--- src/rtl/fr_pkg.sv ---
package fr_pkg;
  // Qualification length for one channel: base settling plus its turn-on stagger.
  function automatic int unsigned qual_load(int unsigned settle, int unsigned stagger,
                                            int unsigned ch);
    return settle + ch * stagger;
  endfunction
endpackage

--- src/rtl/fr_sync.sv ---
module fr_sync #(
  parameter int WIDTH  = 1,
  parameter int STAGES = 2
) (
  input  logic             clk,
  input  logic             rst,
  input  logic [WIDTH-1:0] d,
  output logic [WIDTH-1:0] q
);
  logic [WIDTH-1:0] stg [STAGES];

  always_ff @(posedge clk) begin
    if (rst) begin
      for (int s = 0; s < STAGES; s++) stg[s] <= '0;
    end else begin
      stg[0] <= d;
      for (int s = 1; s < STAGES; s++) stg[s] <= stg[s-1];
    end
  end

  assign q = stg[STAGES-1];
endmodule

--- src/rtl/fr_qual.sv ---
module fr_qual #(
  parameter int unsigned LOAD  = 1,
  parameter int          CNT_W = 8
) (
  input  logic clk,
  input  logic rst,
  input  logic on,
  input  logic low,
  output logic open_flag
);
  localparam logic [CNT_W-1:0] LOAD_V = CNT_W'(LOAD);

  logic [CNT_W-1:0] cnt;

  // Down-counter reloads whenever the channel is off, so every turn-on
  // restarts the full settling window.
  always_ff @(posedge clk) begin
    if (rst || !on)
      cnt <= LOAD_V;
    else if (cnt != '0)
      cnt <= cnt - CNT_W'(1);
  end

  always_ff @(posedge clk) begin
    if (rst) open_flag <= 1'b0;
    else     open_flag <= on && low && (cnt == '0);
  end
endmodule

--- src/rtl/fault_reporter.sv ---
module fault_reporter #(
  parameter int NUM_CH      = 16,
  parameter int SETTLE_CYC  = 125,
  parameter int STAGGER_CYC = 4
) (
  input  logic              clk,
  input  logic              rst,
  input  logic [NUM_CH-1:0] ch_on,
  input  logic [NUM_CH-1:0] ch_low,
  input  logic              hot_in,
  input  logic              blank,
  input  logic              latch_strobe,
  output logic              err_oe_n,
  output logic              err_flag,
  output logic [NUM_CH-1:0] status_open,
  output logic              status_hot
);
  localparam int MAX_LOAD = SETTLE_CYC + (NUM_CH - 1) * STAGGER_CYC;
  localparam int CNT_W    = $clog2(MAX_LOAD + 1);

  logic [NUM_CH-1:0] low_s;
  logic              hot_s;
  logic [NUM_CH-1:0] qual;
  logic              strobe_q;
  logic              err_next;

  fr_sync #(.WIDTH(NUM_CH), .STAGES(2)) u_low_sync (
    .clk(clk), .rst(rst), .d(ch_low), .q(low_s)
  );

  fr_sync #(.WIDTH(1), .STAGES(2)) u_hot_sync (
    .clk(clk), .rst(rst), .d(hot_in), .q(hot_s)
  );

  for (genvar ch = 0; ch < NUM_CH; ch++) begin : g_chan
    fr_qual #(
      .LOAD (fr_pkg::qual_load(SETTLE_CYC, STAGGER_CYC, ch)),
      .CNT_W(CNT_W)
    ) u_qual (
      .clk      (clk),
      .rst      (rst),
      .on       (ch_on[ch]),
      .low      (low_s[ch]),
      .open_flag(qual[ch])
    );
  end

  // Thermal faults always reach the pin; open-load faults only when not blanked.
  assign err_next = hot_s | (!blank & (|qual));

  always_ff @(posedge clk) begin
    if (rst) begin
      err_flag <= 1'b0;
      err_oe_n <= 1'b1;
    end else begin
      err_flag <= err_next;
      err_oe_n <= !err_next;
    end
  end

  // Snapshot on the high-to-low transition of the strobe.
  always_ff @(posedge clk) begin
    if (rst) begin
      strobe_q    <= 1'b0;
      status_open <= '0;
      status_hot  <= 1'b0;
    end else begin
      strobe_q <= latch_strobe;
      if (strobe_q && !latch_strobe) begin
        status_open <= qual;
        status_hot  <= hot_s;
      end
    end
  end
endmodule

--- config.mk ---
export PLATFORM = sky130hd
export DESIGN_NAME = fault_reporter
export DESIGN_NICKNAME = d
export VERILOG_FILES = /design/src/rtl/fr_pkg.sv /design/src/rtl/fr_sync.sv /design/src/rtl/fr_qual.sv /design/src/rtl/fault_reporter.sv
export SDC_FILE = /design/constraint.sdc
export NUM_CORES = 1
export LEC_CHECK = 0
export CAP_MARGIN = 20
export CORE_ASPECT_RATIO = 1.25
export CORE_UTILIZATION = 60
export CTS_CLUSTER_DIAMETER = 80
export DETAILED_ROUTE_END_ITERATION = 16
export GPL_TIMING_DRIVEN = 0
export HOLD_SLACK_MARGIN = 0.08
export PLACE_DENSITY_LB_ADDON = 0.2
export REMOVE_ABC_BUFFERS = 1
export SYNTH_ARGS = -nofsm -noshare
export SYNTH_HDL_FRONTEND = slang
export SYNTH_SLANG_ARGS = --single-unit
--- constraint.sdc ---
create_clock -name clk -period 3 [get_ports clk]
set_input_delay 0.9 -clock clk [delete_from_list [all_inputs] [get_ports clk]]
set_output_delay 0.9 -clock clk [all_outputs]
set_load 0.01 [all_outputs]
Yosys cells after proc, flatten, opt, wreduce, memory -nomap -nowiden
Memory sizes are Yosys's and may differ from the RTL's.
Cells that the tools add are included.

storage, ports and cells
  flip-flop bits (word level) = 164
  memory bits (writable) = 34
  input port bits = 37
  logic and storage cells = 169
  memories = 2

operators by class
  add/subtract/negate cells = 16
  mux-type cells = 7
  bitwise gates (word level) = 6
  reductions and logical operators = 101

memory list
  memory          words  width  read ports  clocked after Yosys merged registers in  write ports  line           source
  u_low_sync.stg  2      16     2           0                                        2            fr_sync.sv:10  logic [WIDTH-1:0] stg [STAGES];
  u_hot_sync.stg  2      1      2           0                                        2            fr_sync.sv:10

operators with widths
  kind                   count
  $logic_not A8 Y1       16
  $reduce_bool A8 Y1     16
  $sub A8 B1 Y8 const B  16
  $logic_and A1 B1 Y1    33
  $mux W16               2
  $logic_not A1 Y1       19
  $logic_or A1 B1 Y1     16
  $reduce_or A16 Y1      1
  $mux W1                5
  $or A1 B1 Y1           5
  $and A1 B1 Y1          1

Longest topological paths before layout
Gate-level depths: netlist (run 1).

  depth in word-level cells = 4
  gate-level depth with buffers = 6
  depth with buffers taken out = 5

Modules after synthesis
Synthesis (run 1) repeated with hierarchy kept, for this count alone.

second synthesis, totals
  cell total of the unflattened synthesis = 917
  area, all modules = 8577.0 µm²

modules (own cells, without submodules)
  module                            times used  cells an instance  area an instance (µm²)  seq. area each (µm²)
  fr_sync at u_low_sync             1           83                 983.4                   640.6
  fr_qual at g_chan[11].u_qual ...  2           45                 412.9                   180.2
  fault_reporter                    1           89                 804.5                   400.4
  fr_qual at g_chan[7].u_qual       1           49                 452.9                   180.2
  fr_qual at g_chan[13].u_qual      1           48                 430.4                   180.2
  fr_qual at g_chan[1].u_qual       1           45                 426.7                   180.2
  fr_qual at g_chan[15].u_qual      1           48                 425.4                   180.2
  fr_qual at g_chan[3].u_qual       1           46                 425.4                   180.2
  fr_qual at g_chan[9].u_qual       1           49                 425.4                   180.2
  fr_qual at g_chan[14].u_qual      1           47                 424.2                   180.2
  fr_qual at g_chan[4].u_qual       1           46                 421.7                   180.2
  fr_qual at g_chan[12].u_qual      1           47                 416.6                   180.2
  fr_qual at g_chan[8].u_qual       1           45                 415.4                   180.2
  fr_qual at g_chan[0].u_qual       1           48                 414.1                   180.2
  +4 rows                           n/a         n/a                n/a                     n/a

Worst setup path after synthesis (run 1)
Ideal clock, no wire load.

  path kind = input to register
  from = input port rst
  to = register g_chan[8].u_qual.cnt[5]
  setup time = 134 ps
  data arrival time = 1780 ps
  required time = 2866 ps
  path slack = 1085 ps
  stages on the path = 5
  cell sequence = clkbuf_1 buf_1 nor2b_1 o311ai_0 o31ai_1

between the ends
  word-level cells in the longest chain between the ends = 1

ends and longest elaborated chain
  what                    line                 source
  start: declaration      fault_reporter.sv:7  input logic rst,
  $logic_or A1 B1 Y1      fr_qual.sv:18        if (rst || !on)
  end signal: assignment  fr_qual.sv:21        cnt <= cnt - CNT_W'(1);
  end: declaration        fr_qual.sv:13        logic [CNT_W-1:0] cnt;

No other way between the ends.
A chain may end at the register's enable or synchronous reset.

Worst setup path in the final report (run 1)
  from = register status_open[0]
  to = output port status_open[0]

RTL lines
  what                      line                  source
  start: declaration        fault_reporter.sv:15  output logic [NUM_CH-1:0] status_open,
  start signal: assignment  fault_reporter.sv:70  status_open <= qual;

No word-level cell between the ends.

==> impl_metrics.yaml, run 1 <==
outcome:
  status: "completed"
route:
  drt_iter0_drc: 344
  wire_per_inst_microns: 14.2
  finalWirelength_mm: 16.3
  remaining_drc_errors: 0
  drtPass1Iterations: 5
  ant_nets: 0
  vias: 6866
  viasPerCell: 5.98
cells_and_area:
  final_net_count: 1021
  syn_to_final_growth_pct: 15.2
  drive_gt1_share_pct: 5.32
  finalCoreUtilization_pct: 71.4
  layout.cells.non_filler: 1149
  antenna-diode-count: 0
timing:
  holdWs_ns: 0.417
  fin_ws_ns: 0.757
  finalHoldViolCount: 0
  worst_pin_slew_ns: 0.966
  fin_skew_ns: 0.0106
  rsz0062_at_grt: "no"
  setup_violations: 0
  drv_slew: 0
  max_freq_ghz: 0.446
  fin_crit_ns: 2.24
  tns_ns: 0
  finalCritPeriodShare_pct: 74.8
  maxSlewHeadroom_pct: 34.7
global_routing:
  antenna_found_initial: 0
  grt_pass1_vias: 6066
  grt_overflow: 0
  grt_usage_pct: 23.9
  grt_max_degree: 43
  grt_pass1_wl_mm: 27.3
critical_path:
  path_cells: "clkdlybuf4s50_1"
  slowest_delay_ns: 0.55
  cp.arrival_ns: 1.34
  cp_top_family: "buffers and inverters"
  startpoint_type: "flip-flop"
  path_buf_inv: 1
  end_kind: "primary output"
  crit_required_ns: 2.10
  criticalPathCategory: "flip-flop to primary output"
  critPathSlowestCell: "clkdlybuf4s50_1"
  cp_max_fo: 2
floorplan:
  initial_core_util_pct: 62.0
  die_w_microns: 107
  io_pins: 56
  fp.dieArea_sq_um: 14300
  core.rowCount: 47
  core_sq_um: 13400
  die_h_microns: 134
place:
  place_hpwl_mm: 11.2
  gp_congestion: 0.862
  place_inst: 1118
  dp_worst_setup_slack_ns: 0.377
  port_buffers: 55
pwr:
  p_leak_nw: 3.29
  cellPowerDensity_nw_per_um2: 552
  peakVddDrop_mv: 0.398
hold_path:
  hp-class: "flip-flop to flip-flop"
synthesis:
  yosys.cell_types.count: 51
  ys_ff_latch: 198
  synthesis.area_sq_um: 8310
  synthCells: 920
  dominantRegCellSynth: "dfxtp_1"
  synth_edf_count: 0
  yosysSeqAreaShare_pct: 47.7
  syn_avg_cell_area_sq_um: 9.03
  yosysWarnings: 0
  async_flop_share_pct: 0
clock_network:
  clock_sinks: 198
  cts_root_buffer: "clkbuf_16"
  cts_max_level: 4
  cts_tree: "built"
  cts_resized: 0
  clk_pin_slew_worst_paths_ns: 0.07
  cts_buffers: 17
  postCtsSetupBuffers: 0
  ctsHoldBuffers: 0
  clock_path_buffers: 2
  clkLatencyLatePin_ns: 0.43
job:
  max-cap-violations: 0
worst register-to-register path, cell delays in order, from the launching register on:
cell      delay [ns]
dfxtp_1         0.36
inv_1           0.08
ha_1            0.22
or4b_1          0.59
or4b_1          0.55
a21boi_1        0.15
power by group:
group | total [mW] | switching (mW) | internal (mW)
clock network | 2.25 | 0.940 | 1.31
logic | 0.287 | 0.146 | 0.141
registers | 2.74 | 0.0515 | 2.69
path summary, 6_finish.rpt:
path	start	endpoint	slack, ns	depth (start not counted)
setup reg to reg	g_chan[7].u_qual.cnt[0]	g_chan[7].u_qual.cnt[6]	0.99	5
setup / recovery	status_open[0]	status_open[0]	0.76	1
hold reg to reg	u_low_sync.stg[0][20]	g_chan[4].u_qual.open_flag	0.42	2
hold / removal	u_low_sync.stg[0][20]	g_chan[4].u_qual.open_flag	0.42	2
stage by stage:
stage | power [mW] | area (sq um)
2_1_floorplan | 2.96 | 8190
3_3_place_gp | 3.07 | 8960
5_1_grt | 5.48 | 9570
3_5_place_dp | 3.08 | 8980
6_report | 5.28 | 9570
4_1_cts | 5.32 | 9570
registers in the layout, indices dropped and copies added (netlist names):
| name | flops |
|---|---|
| status_open | 16 |
| strobe_q | 1 |
| err_flag | 1 |
| status_hot | 1 |
| err_oe_n | 1 |
| u_low_sync.stg | 32 |
| u_hot_sync.stg | 2 |
| g_chan.u_qual.cnt | 128 |
| g_chan.u_qual.open_flag | 16 |
cell type report:
type	instances	area (sq um)
multi-input cells	648	4060
clock buffers	24	492
repair buffers	57	577
clock inverters	7	95.1
flip-flops and latches	198	3960
well taps	171	214
fillers	1065	3840
inverters	44	165
cell usage after synthesis (4+ instances only):
master | count | area [sq um]
nand4b_1 | 11 | 96.3
and3_1 | 19 | 119
o31ai_1 | 25 | 188
nand3_1 | 22 | 110
inv_1 | 44 | 165
nor2b_1 | 55 | 344
nor3_1 | 47 | 235
nor3b_1 | 12 | 90.1
nand2_1 | 53 | 199
a211oi_1 | 10 | 75.1
o21ai_0 | 72 | 360
a21oi_1 | 61 | 305
clkbuf_1 | 25 | 93.8
xnor2_1 | 21 | 184
ha_1 | 18 | 225
buf_2 | 4 | 20.0
nor2_1 | 40 | 150
nor4_1 | 14 | 87.6
nand2b_1 | 12 | 75.1
nor4b_1 | 4 | 35.0
or3b_2 | 12 | 105
or4b_1 | 10 | 100
a211o_1 | 5 | 43.8
or3_1 | 27 | 169
o211ai_1 | 7 | 52.6
nand4_1 | 10 | 62.6
dfxtp_1 | 198 | 3960
o21a_1 | 5 | 37.5
or4_1 | 35 | 263
cells in the final DEF, fill, tap and decap left out, drive strengths merged, types with 12 or more instances in the layout:
cell | Yosys | final
dfxtp | 198 | 198
o21ai | 72 | 72
a21oi | 61 | 61
nor2b | 55 | 55
clkdlybuf4s50 | 0 | 54
nand2 | 53 | 53
nor3 | 47 | 47
inv | 44 | 44
nor2 | 40 | 40
or4 | 35 | 35
or3 | 29 | 29
o31ai | 25 | 25
clkbuf | 25 | 24
nand3 | 22 | 22
xnor2 | 21 | 21
and3 | 19 | 19
ha | 18 | 18
nor4 | 14 | 14
or3b | 12 | 12
nor3b | 12 | 12
nand2b | 12 | 12
or4b | 12 | 12
cell families after synthesis:
| kind of cell | synth area share, % |
|---|---|
| compound gates | 15.5 |
| xor+xnor | 2.32 |
| fa+ha+maj | 2.71 |
| buf+inv | 3.40 |
| flops | 47.7 |
| mux | 0.241 |
| simple gates | 28.1 |
layer usage:
layer | routed length (microns) | GRT usage, % | part of all wire (%) | up-vias
li1 | - | - | - | 3462
met1 | 7380 | 28.9 | 45 | 3234
met2 | 8140 | 41.1 | 50 | 141
met3 | 516 | 4.60 | 3.2 | 29
met4 | 304 | 9.89 | 1.9 | 0
met5 | 0 | 0 | 0 | -
Note: power is estimated with default switching activity, not from simulation.
==> run 2: changes to the inputs <==
--- a/config.mk
+++ b/config.mk
@@ -7,7 +7,7 @@
 export LEC_CHECK = 0
 export CAP_MARGIN = 20
 export CORE_ASPECT_RATIO = 1.25
-export CORE_UTILIZATION = 60
+export CORE_UTILIZATION = 53
 export CTS_CLUSTER_DIAMETER = 80
 export DETAILED_ROUTE_END_ITERATION = 16
 export GPL_TIMING_DRIVEN = 0
==> constraint.sdc (replaced) <==
create_clock -name clk -period 1.8 [get_ports clk]
set_input_delay 0.54 -clock clk [delete_from_list [all_inputs] [get_ports clk]]
set_output_delay 0.54 -clock clk [all_outputs]
set_load 0.01 [all_outputs]
==> run 2 against run 1 <==
Net effect:
- register-to-register slack got worse by 0.94 ns
- sequential power rose by 67%
- global-route usage fell by 2.4 points
- via count fell by 0.55%
- critical path type is now flip-flop to flip-flop
- highest routed layer unchanged
==> impl_metrics.yaml, run 2 (synthesis results as in run 1) <==
global_routing:
  antenna_found_initial: 0
  grt_overflow: 0
  grt_pass1_vias: 6157
  grt_max_degree: 39
  grt_usage_pct: 21.4
  grt_pass1_wl_mm: 28.0
critical_path:
  startpoint_type: "flip-flop"
  cp_top_family: "simple AND/OR/NAND/NOR gates"
  crit_path_frequent_cell: "or4b_4"
  crit_end: "g_chan[13].u_qual.cnt[6]"
  cp.arrival_ns: 2.12
  cp_max_fo: 6
  critPathSlowestCell: "or4b_4"
  criticalPathCategory: "flip-flop to flip-flop"
  path_buf_inv: 1
  crit_cells: 5
  slowest_delay_ns: 0.50
  r2r_cells: 5
  path_cells: "inv_2 > ha_4 > or4b_4 > or4b_4 > a21oi_2"
  r2r_slack_ns: 0.05
  worstReg2RegStart: "g_chan[13].u_qual.cnt[1]"
  end_kind: "flip-flop"
  startpoint: "g_chan[13].u_qual.cnt[1]"
  rr_endpoint: "g_chan[13].u_qual.cnt[6]"
  crit_required_ns: 2.16
pwr:
  clockPowerShare_pct: 42.6
  comb_power_share_pct: 5.7
  p_int_mw: 6.98
  p_seq_share_pct: 51.7
  sw_frac_of_total_pct: 21.0
  power.total_mw: 8.83
  peakVddDrop_mv: 0.679
  cellPowerDensity_nw_per_um2: 900
  switchingPower_mw: 1.85
  p_leak_nw: 3.43
floorplan:
  core.rowCount: 50
  core_sq_um: 15100
  initial_core_util_pct: 54.9
  fp.dieArea_sq_um: 16200
  die_w_microns: 114
  die_h_microns: 142
  io_pins: 56
place:
  place_area_sq_um: 9030
  gp_congestion: 0.838
  port_buffers: 55
  place_hpwl_mm: 11.1
cells_and_area:
  drive_gt1_share_pct: 9.76
  mostFrequentLayoutCell: "dfxtp_1"
  multi_input_area_sq_um: 4190
  top_register: "g_chan.u_qual.cnt"
  seq_area_sq_um: 3990
  layout_top_registers: "g_chan.u_qual.cnt x128, u_low_sync.stg x32"
  syn_to_final_growth_pct: 18.0
  final_cell_mix: "189 x dfxtp_1, 70 x o21ai_0, 60 x a21oi_1"
  final_net_count: 1029
  largest_register_ffs: 128
  fin_area_sq_um: 9810
  antenna-diode-count: 0
  fillCellCount: 1316
clock_network:
  ctsHoldBuffers: 0
  clk_pin_slew_worst_paths_ns: 0.07
  cts_buffers: 17
  clock_sinks: 198
  cts_tree: "built"
  cts_root_buffer: "clkbuf_16"
  clock_path_buffers: 2
  clkLatencyLatePin_ns: 0.43
  cts_max_level: 4
hold_path:
  hp-class: "flip-flop to flip-flop"
route:
  top_layer: "met4"
  vias: 6828
  drt_iter0_drc: 358
  finalWirelength_mm: 16.7
  wire_per_inst_microns: 14.0
  wl_met3_microns: 478
  wl_met2_mm: 8.01
  viasPerCell: 5.73
  ant_nets: 0
  wl_met1_mm: 7.78
  drtPass1Iterations: 5
  remaining_drc_errors: 0
timing:
  maxSlewHeadroom_pct: 48.4
  fin_crit_ns: 1.75
  finalCritPeriodShare_pct: 97.4
  worst_pin_slew_ns: 0.774
  finalHoldViolCount: 0
  max_freq_ghz: 0.571
  drv_slew: 0
  fin_skew_ns: 0.00907
  setup_violations: 0
  tns_ns: 0
job:
  max-cap-violations: 0
outcome:
  status: "completed"
## run 2: changes by cell type in the layout (fill, tap and decap cells not counted), sizes merged
cell           change
inv                -1
clkinv             -3
dlygate4sd2       +19
clkbuf             +2
clkdlybuf4s50     -19
buf                +8
## run 2: per-layer routing
metal | global-route usage (%) | vias up
li1 | - | 3477
met4 | 9.77 | 0
met1 | 26.8 | 3195
met3 | 4.26 | 29
met5 | 0 | -
met2 | 35.5 | 127
## run 2: worst reg2reg max path, stage by stage (launching register included)
cell and delay, ns:
dfxtp_4 0.35, inv_2 0.07, ha_4 0.15, or4b_4 0.48, or4b_4 0.50, a21oi_2 0.13
## run 2: worst min-delay path by stage
stage | slack, ns | from | endpoint | cells after the start
after floorplan | 0.40 | u_low_sync.stg[0][20] | g_chan[4].u_qual.open_flag | 2
after global placement | 0.42 | u_low_sync.stg[0][15] | u_low_sync.stg[0][31] | 1
after detailed placement | 0.42 | u_low_sync.stg[0][15] | u_low_sync.stg[0][31] | 1
after CTS | 0.44 | u_low_sync.stg[0][15] | u_low_sync.stg[0][31] | 1
after global routing | 0.44 | u_low_sync.stg[0][21] | g_chan[5].u_qual.open_flag | 2
final | 0.43 | u_low_sync.stg[0][20] | g_chan[4].u_qual.open_flag | 2
## run 2: through the flow
step	utilization, %	hold WS [ns]	instances	setup WS (ns)
6_report	64.8	0.431	1192	0.0473
3_3_place_gp	59.5	0.418	1153	-3.10
3_5_place_dp	59.6	0.423	1155	-0.543
2_1_floorplan	-	0.395	890	-0.00667
4_1_cts	64.1	0.438	1189	0.00307
5_1_grt	64.8	0.444	1192	-0.00639
## run 2: timing repair
item                       4_1_cts  5_1_grt
pin swaps                        1        6
gates resized for setup         43       30
setup buffers                    5        3
setup endpoints to repair       46       41
## run 2: power by group through the flow
| stage | combinational (mW) | sequential [mW] | clock [mW] |
|---|---|---|---|
| 2_1_floorplan | 0.290 | 4.64 | 0 |
| 3_3_place_gp | 0.466 | 4.66 | 0 |
| 3_5_place_dp | 0.477 | 4.66 | 0 |
| 5_1_grt | 0.566 | 4.58 | 4.03 |
| 6_report | 0.503 | 4.57 | 3.76 |
| 4_1_cts | 0.492 | 4.57 | 3.87 |
## run 2: area by class of cell
class                   instances  share of cell area [%]
flip-flops and latches        198                    40.6
clock inverters                 3                   0.663
well taps                     208                    2.65
multi-input cells             648                    42.8
repair buffers                 65                    6.24
inverters                      44                    1.75
clock buffers                  26                    5.29
==> run 3: changes to the inputs <==
--- a/config.mk
+++ b/config.mk
@@ -5,6 +5,7 @@
 export SDC_FILE = /design/constraint.sdc
 export NUM_CORES = 1
 export LEC_CHECK = 0
+export ABC_AREA = 1
 export CAP_MARGIN = 20
 export CORE_ASPECT_RATIO = 1.25
 export CORE_UTILIZATION = 53
==> run 3 against run 2 <==
Net effect:
- register-to-register slack better by 0.28 ns
- non-clock buffer count is 10 lower
- via count is 1.2% lower
- die area is 2.8% higher
==> impl_metrics.yaml, run 3 <==
critical_path:
  slowest_delay_ns: 0.37
  startpoint_type: "flip-flop"
  end_kind: "primary output"
  cp.arrival_ns: 1.07
  critPathSlowestCell: "dfxtp_1"
  criticalPathCategory: "flip-flop to primary output"
  cp_top_family: "flip-flops"
  cp_max_fo: 2
  path_buf_inv: 1
  crit_required_ns: 1.26
  rr_endpoint: "g_chan[10].u_qual.cnt[6]"
  path_cells: "dlygate4sd2_1"
  r2r_slack_ns: 0.33
  r2r_cells: 7
  worstReg2RegStart: "g_chan[10].u_qual.cnt[0]"
  startpoint: "status_open[13]"
place:
  place_area_sq_um: 9280
  port_buffers: 55
  gp_congestion: 0.831
  place_hpwl_mm: 11.0
  dp_worst_setup_slack_ns: -0.540
synthesis:
  yosys.cell_types.count: 36
  async_flop_share_pct: 0
  yosysWarnings: 0
  ys_top_cells_by_area: "dfxtp_1 46%, nor2_1 9.2%, nand2_1 8.6%"
  synthTopCellsByCount: "209 x nor2_1, 198 x dfxtp_1, 197 x nand2_1"
  yosysMostFrequentCell: "nor2_1"
  syn_avg_cell_area_sq_um: 7.55
  synth.top_cell.area_share_pct: 46.4
  yosysSeqAreaShare_pct: 46.4
  synth_edf_count: 0
  synthCells: 1133
  ys_ff_latch: 198
  synthesis.area_sq_um: 8550
  synth_area_leader_cell: "dfxtp_1"
  dominantRegCellSynth: "dfxtp_1"
floorplan:
  core.rowCount: 51
  fp.dieArea_sq_um: 16600
  initial_core_util_pct: 54.5
  core_sq_um: 15700
  die_h_microns: 144
  io_pins: 56
  die_w_microns: 116
job:
  max-cap-violations: 0
clock_network:
  clkLatencyLatePin_ns: 0.43
  cts_tree: "built"
  cts_root_buffer: "clkbuf_16"
  clk_pin_slew_worst_paths_ns: 0.07
  clock_sinks: 198
  cts_max_level: 4
  clock_path_buffers: 2
  cts_buffers: 17
outcome:
  status: "completed"
cells_and_area:
  fillCellCount: 1455
  fin_area_sq_um: 9860
  layout_top_registers: "g_chan.u_qual.cnt x128, u_low_sync.stg x32"
  final_cell_mix: "209 x nor2_1, 198 x dfxtp_1, 196 x nand2_1"
  syn_to_final_growth_pct: 15.3
  final_net_count: 1253
  top_register: "g_chan.u_qual.cnt"
  mostFrequentLayoutCell: "nor2_1"
  finalCoreUtilization_pct: 62.8
  drive_gt1_share_pct: 11.4
  antenna-diode-count: 0
  largest_register_ffs: 128
global_routing:
  grt_max_degree: 38
  grt_overflow: 0
  grt_use_met1_pct: 23.1
  grt_pass1_wl_mm: 26.4
  global_route.usage.met2_pct: 36.6
  use_met3_pct: 4.19
  antenna_found_initial: 0
  gr-max-usage-layer: "met2"
  grt_pass1_vias: 6192
  grt_usage_pct: 20.1
hold_path:
  hp-class: "flip-flop to flip-flop"
  hold_end: "u_low_sync.stg[0][30]"
  min_delay_path_depth: 2
  hp-start: "u_low_sync.stg[0][14]"
route:
  ant_nets: 0
  wire_per_inst_microns: 10.7
  finalWirelength_mm: 15.2
  remaining_drc_errors: 0
  drt_iter0_drc: 295
  viasPerCell: 4.75
  drtPass1Iterations: 5
  vias: 6748
timing:
  finalCritPeriodShare_pct: 89.4
  setup_violations: 0
  maxSlewHeadroom_pct: 63.8
  fin_skew_ns: 0.00833
  fin_crit_ns: 1.61
  max_freq_ghz: 0.621
  holdWs_ns: 0.401
  rsz0062_at_grt: "no"
  worst_pin_slew_ns: 0.543
  finalHoldViolCount: 0
  drv_slew: 0
  tns_ns: 0
  fin_ws_ns: 0.191
pwr:
  cellPowerDensity_nw_per_um2: 906
  peakVddDrop_mv: 0.643
  p_leak_nw: 4.50
-- run 3: cell count changes in the layout (fill, tap and decap cells not counted), moves of 20 or more --
cell and change:
inv_1 +124, nand2_1 +143, xor2_1 +25, o21ai_0 -23
nor2_2 +20, nor2b_1 -54, or4_1 -35, nand3_1 +59
o31ai_1 -25, a21oi_1 -34, nor2_1 +171, nand2_2 +24
nor3_1 -42, or3_1 -27
-- run 3: cells by family after synthesis --
logic type / share of synthesized area, %
compound gates: 6.31
xor+xnor: 4.41
fa+ha+maj: 2.63
buf+inv: 9.28
flops: 46.4
simple gates: 31.0
-- run 3: layout make-up --
type	instances	area, sq um	area share [%]
clock buffers	24	502	5.09
well taps	212	265	2.69
flip-flops and latches	198	3960	40.2
multi-input cells	742	3790	38.5
repair buffers	55	524	5.32
clock inverters	7	93.8	0.952
inverters	184	717	7.27
-- run 3: timing repair --
item                                    4_1_cts  5_1_grt
endpoints found under the setup margin       25       10
gates resized for setup                      20        1
hold buffers                                  0        0
buffers inserted                              0        0
-- run 3: through the flow --
step | power, mW | std cells
2_1_floorplan | 5.04 | 1124
3_3_place_gp | 5.26 | 1391
3_5_place_dp | 5.27 | 1391
4_1_cts | 9.05 | 1422
5_1_grt | 9.31 | 1422
6_report | 8.93 | 1422
-- run 3: worst max path at each step --
stage | to | slack [ns] | cells past startpoint
floorplan | status_hot | 0.48 | 5
global placement | g_chan[15].u_qual.cnt[6] | -1.59 | 6
global route | status_hot | 0.07 | 6
CTS | g_chan[2].u_qual.cnt[6] | 0.05 | 6
detailed placement | status_hot | -0.54 | 6
finish | status_open[13] | 0.19 | 1
-- run 3: routing by layer --
metal | routed length, microns | vias to the layer above
met5 | 0 | -
met4 | 172 | 0
met3 | 423 | 11
met2 | 7620 | 87
met1 | 6990 | 3028
li1 | - | 3622
-- run 3: power by group --
group          leakage, nW  internal (mW)  switching [mW]
registers             1.61           4.50          0.0604
logic                 2.60          0.254           0.341
clock network        0.288           2.22            1.55
